===== config.mk =====
export PLATFORM = sky130hd
export DESIGN_NAME = split_regfile
export DESIGN_NICKNAME = d
export VERILOG_FILES = /design/src/rtl/wgrf_pkg.sv /design/src/rtl/wgrf_store.sv /design/src/rtl/wgrf_rd.sv /design/src/rtl/split_regfile.sv
export SDC_FILE = /design/constraint.sdc
export NUM_CORES = 2
export LEC_CHECK = 0
export BUFFER_PORTS_ARGS = -buffer_cell sky130_fd_sc_hd__buf_2
export CORE_MARGIN = 4
export CORE_UTILIZATION = 55
export CTS_BUF_LIST = sky130_fd_sc_hd__clkbuf_8
export CTS_CLUSTER_SIZE = 20
export DETAILED_ROUTE_END_ITERATION = 8
export PLACE_DENSITY = 0.77
export SYNTH_ARGS = -nofsm -noshare
export SYNTH_HDL_FRONTEND = slang
export SYNTH_HIERARCHICAL = 1
export SYNTH_SLANG_ARGS = --single-unit

===== constraint.sdc =====
create_clock -name clk_i -period 4.7 [get_ports clk_i]
set_input_delay 0.94 -clock clk_i [delete_from_list [all_inputs] [get_ports clk_i]]
set_output_delay 0.94 -clock clk_i [all_outputs]
set_load 0.005 [all_outputs]

===== src/rtl/wgrf_pkg.sv =====
package wgrf_pkg;
  typedef enum logic {
    W_NARROW = 1'b0,
    W_WIDE   = 1'b1
  } width_e;
endpackage


===== src/rtl/wgrf_store.sv =====
module wgrf_store #(
  parameter int ADDR_W = 5,
  parameter int HALF_W = 16,
  parameter int DEPTH  = 32
) (
  input  logic                           clk_i,
  input  logic                           rst_ni,
  input  logic                           we_i,
  input  logic                           wide_i,
  input  logic [ADDR_W-1:0]              waddr_i,
  input  logic [HALF_W-1:0]              wdata_lo_i,
  input  logic [HALF_W-1:0]              wdata_hi_i,
  output logic [DEPTH-1:1][HALF_W-1:0]   lo_o,
  output logic [DEPTH-1:1][HALF_W-1:0]   hi_o
);
  import wgrf_pkg::*;

  logic [DEPTH-1:1][HALF_W-1:0] lo_q, hi_q;

  // entry 0 has no storage
  for (genvar g = 1; g < DEPTH; g++) begin : g_ent
    logic wr_lo, wr_hi;
    assign wr_lo = we_i && (waddr_i == ADDR_W'(g));
    assign wr_hi = wr_lo && (width_e'(wide_i) == W_WIDE);

    always_ff @(posedge clk_i or negedge rst_ni) begin
      if (!rst_ni) lo_q[g] <= '0;
      else if (wr_lo) lo_q[g] <= wdata_lo_i;
    end

    always_ff @(posedge clk_i or negedge rst_ni) begin
      if (!rst_ni) hi_q[g] <= '0;
      else if (wr_hi) hi_q[g] <= wdata_hi_i;
    end
  end

  assign lo_o = lo_q;
  assign hi_o = hi_q;

  a_r2_wide_write: assert property (@(posedge clk_i) disable iff (!rst_ni)
    (we_i && wide_i && waddr_i != '0) |=>
      (lo_q[$past(waddr_i)] == $past(wdata_lo_i) && hi_q[$past(waddr_i)] == $past(wdata_hi_i)));

  a_r3_hi_kept: assert property (@(posedge clk_i) disable iff (!rst_ni)
    (we_i && !wide_i && waddr_i != '0) |=>
      (hi_q == $past(hi_q) && lo_q[$past(waddr_i)] == $past(wdata_lo_i)));

  a_r8_no_write: assert property (@(posedge clk_i) disable iff (!rst_ni)
    !we_i |=> ($stable(lo_q) && $stable(hi_q)));
endmodule


===== src/rtl/wgrf_rd.sv =====
module wgrf_rd #(
  parameter int ADDR_W = 5,
  parameter int HALF_W = 16,
  parameter int DEPTH  = 32
) (
  input  logic                           clk_i,
  input  logic                           rst_ni,
  input  logic                           wide_i,
  input  logic [ADDR_W-1:0]              raddr_i,
  input  logic [DEPTH-1:1][HALF_W-1:0]   lo_i,
  input  logic [DEPTH-1:1][HALF_W-1:0]   hi_i,
  output logic [HALF_W-1:0]              rd_lo_o,
  output logic [HALF_W-1:0]              rd_hi_o
);
  logic [HALF_W-1:0] sel_lo, sel_hi, hold_q;

  // upper select gated by width, as an extra AND per entry
  always_comb begin
    sel_lo = '0;
    sel_hi = '0;
    for (int i = 1; i < DEPTH; i++) begin
      if (raddr_i == ADDR_W'(i)) begin
        sel_lo = lo_i[i];
        if (wide_i) sel_hi = hi_i[i];
      end
    end
  end

  always_ff @(posedge clk_i or negedge rst_ni) begin
    if (!rst_ni) hold_q <= '0;
    else if (wide_i) hold_q <= sel_hi;
  end

  assign rd_lo_o = sel_lo;
  assign rd_hi_o = wide_i ? sel_hi : hold_q;

  a_r6_hi_frozen: assert property (@(posedge clk_i) disable iff (!rst_ni)
    (!wide_i && $past(!wide_i)) |-> $stable(rd_hi_o));
endmodule


===== src/rtl/split_regfile.sv =====
module split_regfile #(
  parameter int ADDR_W = 5,
  parameter int HALF_W = 16
) (
  input  logic                  clk_i,
  input  logic                  rst_ni,
  input  logic [ADDR_W-1:0]     raddr_a_i,
  input  logic [ADDR_W-1:0]     raddr_b_i,
  input  logic [ADDR_W-1:0]     waddr_i,
  input  logic [2*HALF_W-1:0]   wdata_i,
  input  logic                  we_i,
  input  logic                  wide_i,
  output logic [2*HALF_W-1:0]   rdata_a_o,
  output logic [2*HALF_W-1:0]   rdata_b_o
);
  localparam int DEPTH = 1 << ADDR_W;
  localparam int NRD   = 2;

  logic [DEPTH-1:1][HALF_W-1:0] lo_w, hi_w;
  logic [NRD-1:0][ADDR_W-1:0]   raddr;
  logic [NRD-1:0][2*HALF_W-1:0] rdata;

  assign raddr[0] = raddr_a_i;
  assign raddr[1] = raddr_b_i;

  wgrf_store #(.ADDR_W(ADDR_W), .HALF_W(HALF_W), .DEPTH(DEPTH)) u_store (
    .clk_i      (clk_i),
    .rst_ni     (rst_ni),
    .we_i       (we_i),
    .wide_i     (wide_i),
    .waddr_i    (waddr_i),
    .wdata_lo_i (wdata_i[HALF_W-1:0]),
    .wdata_hi_i (wdata_i[2*HALF_W-1:HALF_W]),
    .lo_o       (lo_w),
    .hi_o       (hi_w)
  );

  for (genvar p = 0; p < NRD; p++) begin : g_rd
    wgrf_rd #(.ADDR_W(ADDR_W), .HALF_W(HALF_W), .DEPTH(DEPTH)) u_rd (
      .clk_i   (clk_i),
      .rst_ni  (rst_ni),
      .wide_i  (wide_i),
      .raddr_i (raddr[p]),
      .lo_i    (lo_w),
      .hi_i    (hi_w),
      .rd_lo_o (rdata[p][HALF_W-1:0]),
      .rd_hi_o (rdata[p][2*HALF_W-1:HALF_W])
    );
  end

  assign rdata_a_o = rdata[0];
  assign rdata_b_o = rdata[1];

  a_r4_zero_a: assert property (@(posedge clk_i) disable iff (!rst_ni)
    (raddr_a_i == '0) |-> (rdata_a_o[HALF_W-1:0] == '0));
  a_r4_zero_b: assert property (@(posedge clk_i) disable iff (!rst_ni)
    (raddr_b_i == '0) |-> (rdata_b_o[HALF_W-1:0] == '0));
endmodule


==> results_dict.tcl <==
set metrics [dict create \
    yosysTopAreaCell "dfrtp_1" \
    dieArea_um2 106000 \
    p_int_w 0.0167 \
    hold_class "in2async" \
    cap_violations 0 \
    finalCritPeriodShare_pct 102 \
    violations "DRC, setup timing" \
    busiest_layer "met2" \
    crit_arrival_ns 3.85 \
    multi_input_area_um2 27600 \
    setup_viol 11 \
    netSwitchingFraction_pct 30.8 \
    via_count 52800 \
    cp-end-kind "output pin" \
    grt_max_degree 129 \
    finalHoldViolCount 0 \
    insertion_delay_ns 0.91 \
    drt_pass1_iterations 9 \
    grt_pass1_wl_um 363000 \
    seq_power_share_pct 47.9 \
    slew_headroom_pct 11.7 \
    pin_count 115 \
    cp_max_fo 17 \
    power_leakage_nw 29.5 \
    synth_seq_area_share_pct 46.4 \
    cts_tree "built" \
    antenna_found_initial 15 \
    ir_worst_vdd_mv 0.288 \
    status "finished, violations left" \
    hpwl_um 182000 \
    synthTopCellsByCount "dfrtp_1, mux2_2, nor2_1, a21oi_1, o21ai_0" \
    clock-sinks 1024 \
    crit_path_start_kind "input port" \
    nFillCells 8125 \
    r2r-start "u_store/hi_o[63]" \
    portBuffers 114 \
    finalPower_w 0.0241 \
    yosysTopAreaCellShare_pct 46.4 \
    drc 25 \
    drt_iter0_drc 8730 \
    post-place-ws_ns -0.307 \
    grt_use_met2_pct 64.5 \
    coreArea_um2 99900 \
    synthFlopType "dfrtp_1" \
    grt_pass1_vias 50900 \
    async_flop_share_pct 100 \
    synth_compound_area_share_pct 19.4 \
    fin_area_um2 64500 \
    synth_top_family_by_area "multiplexers" \
    slew_violations 0 \
    synth_xor_area_share_pct 0.0317 \
    ys_top_cells_by_area "dfrtp_1, mux2_2, a21oi_1" \
    synth_nets 5195 \
    routedWlPerCell_um 36.6 \
    vias_per_cell 7.52 \
    setup_ws_ns -0.0928 \
    htree_levels 4 \
    worst_pin_slew_ns 1.32 \
    drive_gt1_share_pct 36.5 \
    reg2reg_depth 9 \
    row_count 116 \
    synth_adder_area_share_pct 0 \
    pwr-share-clk_pct 34.7 \
    yosysUniqueCellTypes 83 \
    power_density_nw_per_um2 373 \
    reg2reg_slack_ns 2.26 \
    yosys-mux-area-fraction_pct 20.6 \
    fp.dieH_um 325 \
    start_util_pct 55.3 \
    p_sw_w 0.00743 \
    synthToLayoutAreaGrowth_pct 16.8 \
    overflow 0 \
    crit_required_ns 3.76 \
    clock_skew_ns 0.0571 \
    cts_made_buffers 173 \
    die_w_um 325 \
    postCtsHoldBufs 0 \
    clk_pin_slew_ns 0.06 \
    finalWirelength_um 257000 \
    grtUsageTotal_pct 47.2 \
    grt_use_met3_pct 16.9 \
    gp_congestion 1.09 \
    ys_warn_count 6 \
    global_route.usage.met1_pct 60.7 \
    fin_nets 5629 \
    placed_cell_area_um2 60700 \
    synth.most_common_cell "dfrtp_1" \
    netlist_area_um2 55300 \
    syn_avg_cell_area_um2 10.7 \
    fmax_ghz 0.209 \
    synth-simple-area-share_pct 9.53 \
    cts_buffer_depth 3 \
    synth_edf_count 0 \
    layout_min_cycle_time_ns 4.79 \
    timing.rr.end "g_rd[1].u_rd/hold_q[15]" \
    synth_cells 5144 \
    crit_type "in2out" \
    seq_area_um2 25600 \
    ys_seq_elements 1024 \
    cts_root_buf "clkbuf_8" \
    pwr-share-comb_pct 17.4 \
    antenna_left 0 \
]
[routing by layer]
metal  wire length [um]  vias to the layer above
met1              92100                    26000
met2             102000                     4904
met4              25200                        8
li1                   -                    20500
met5                 60                        -
met3              37300                     1354
[layout by cell type (no fill, tap or decap), types with 29 or more instances in the layout]
cell type,netlist,layout
a21oi_1,292,291
a21o_1,34,34
a31oi_1,34,34
clkbuf_8,0,220
a221oi_1,98,96
buf_4,23,546
o221ai_1,90,90
nor2b_1,34,30
nand4_1,29,29
o22ai_1,226,226
a22oi_1,186,186
buf_12,0,66
inv_1,22,79
o211ai_1,54,54
buf_2,176,105
mux2_2,964,964
and3_1,72,72
dfrtp_1,1024,1024
nor3_1,84,81
o21ai_0,262,259
nor2_1,333,325
nand3_1,65,65
mux2_4,30,30
a211oi_1,44,44
nand2_1,247,244
[registers in the layout (all words and copies together), names as in the netlist]
signal / cells
u_store/lo_o: 496
u_store/hi_o: 496
g_rd.u_rd/hold_q: 32
[kinds of logic (layout without fill, tap and decap cells)]
| group | after synthesis | in the layout |
|---|---|---|
| buffers and inverters | 487 | 1054 |
| other | 0 | 10 |
| flip-flops | 1024 | 1024 |
| AND/OR/NAND/NOR | 1049 | 1049 |
| AO/OA/AOI/OAI | 1580 | 1580 |
| XOR/XNOR | 2 | 2 |
| multiplexers | 1002 | 1002 |
[worst max path at each step]
stage | startpoint | endpoint | cells past startpoint
floorplan | raddr_a_i[3] | rdata_a_o[6] | 9
global placement | raddr_b_i[1] | rdata_b_o[11] | 13
detailed placement | raddr_a_i[1] | rdata_a_o[4] | 10
CTS | raddr_a_i[4] | rdata_a_o[11] | 14
global route | raddr_a_i[0] | rdata_a_o[6] | 11
finish | raddr_b_i[0] | rdata_b_o[14] | 11
[power by group through the flow]
stage	registers, W	logic, W	clock network, W
floorplan	0.0112	0.00239	0
global placement	0.0115	0.00389	0
detailed placement	0.0116	0.00400	0
CTS	0.0115	0.00402	0.00838
global route	0.0117	0.00435	0.00879
finish	0.0115	0.00420	0.00836
[final cells by class]
cell class                 instances  share of cell area (%)
sequential                      1024                    39.7
clock inverter                    88                   0.855
antenna                           10                  0.0388
clock buffer                     220                    4.69
timing repair buffer             722                    9.29
inverter                          24                   0.140
tap                             1298                    2.52
multi-input combinational       3633                    42.8
[stage by stage]
stage	std cells	hold WS (ns)	utilization (%)	TNS [ns]
6_report	7019	0.0877	64.6	-0.390
2_1_floorplan	5144	0.485	-	0
3_3_place_gp	6693	0.499	60.8	-2.18
5_1_grt	7011	0.119	64.6	-0.0766
4_1_cts	7005	0.0479	64.5	0
3_5_place_dp	6693	0.502	60.8	-1.85
[worst max-delay path, cell delays in order]
cell      delay (ns)
buf_4           0.27
buf_12          0.20
buf_4           0.35
nor2b_1         0.62
a22oi_1         0.17
o21ai_0         0.30
a221oi_1        0.17
o211ai_1        0.23
nor3_1          0.13
o31ai_1         0.26
buf_2           0.18
[repair_timing]
| item | in CTS | in global routing |
|---|---|---|
| setup buffers | 4 | 4 |
| endpoints found under the setup margin | 18 | 33 |
| cloned | 0 | 0 |
| pin swaps | 4 | 2 |
| resized for setup | 7 | 27 |
Power figures use the tool's default switching activity.
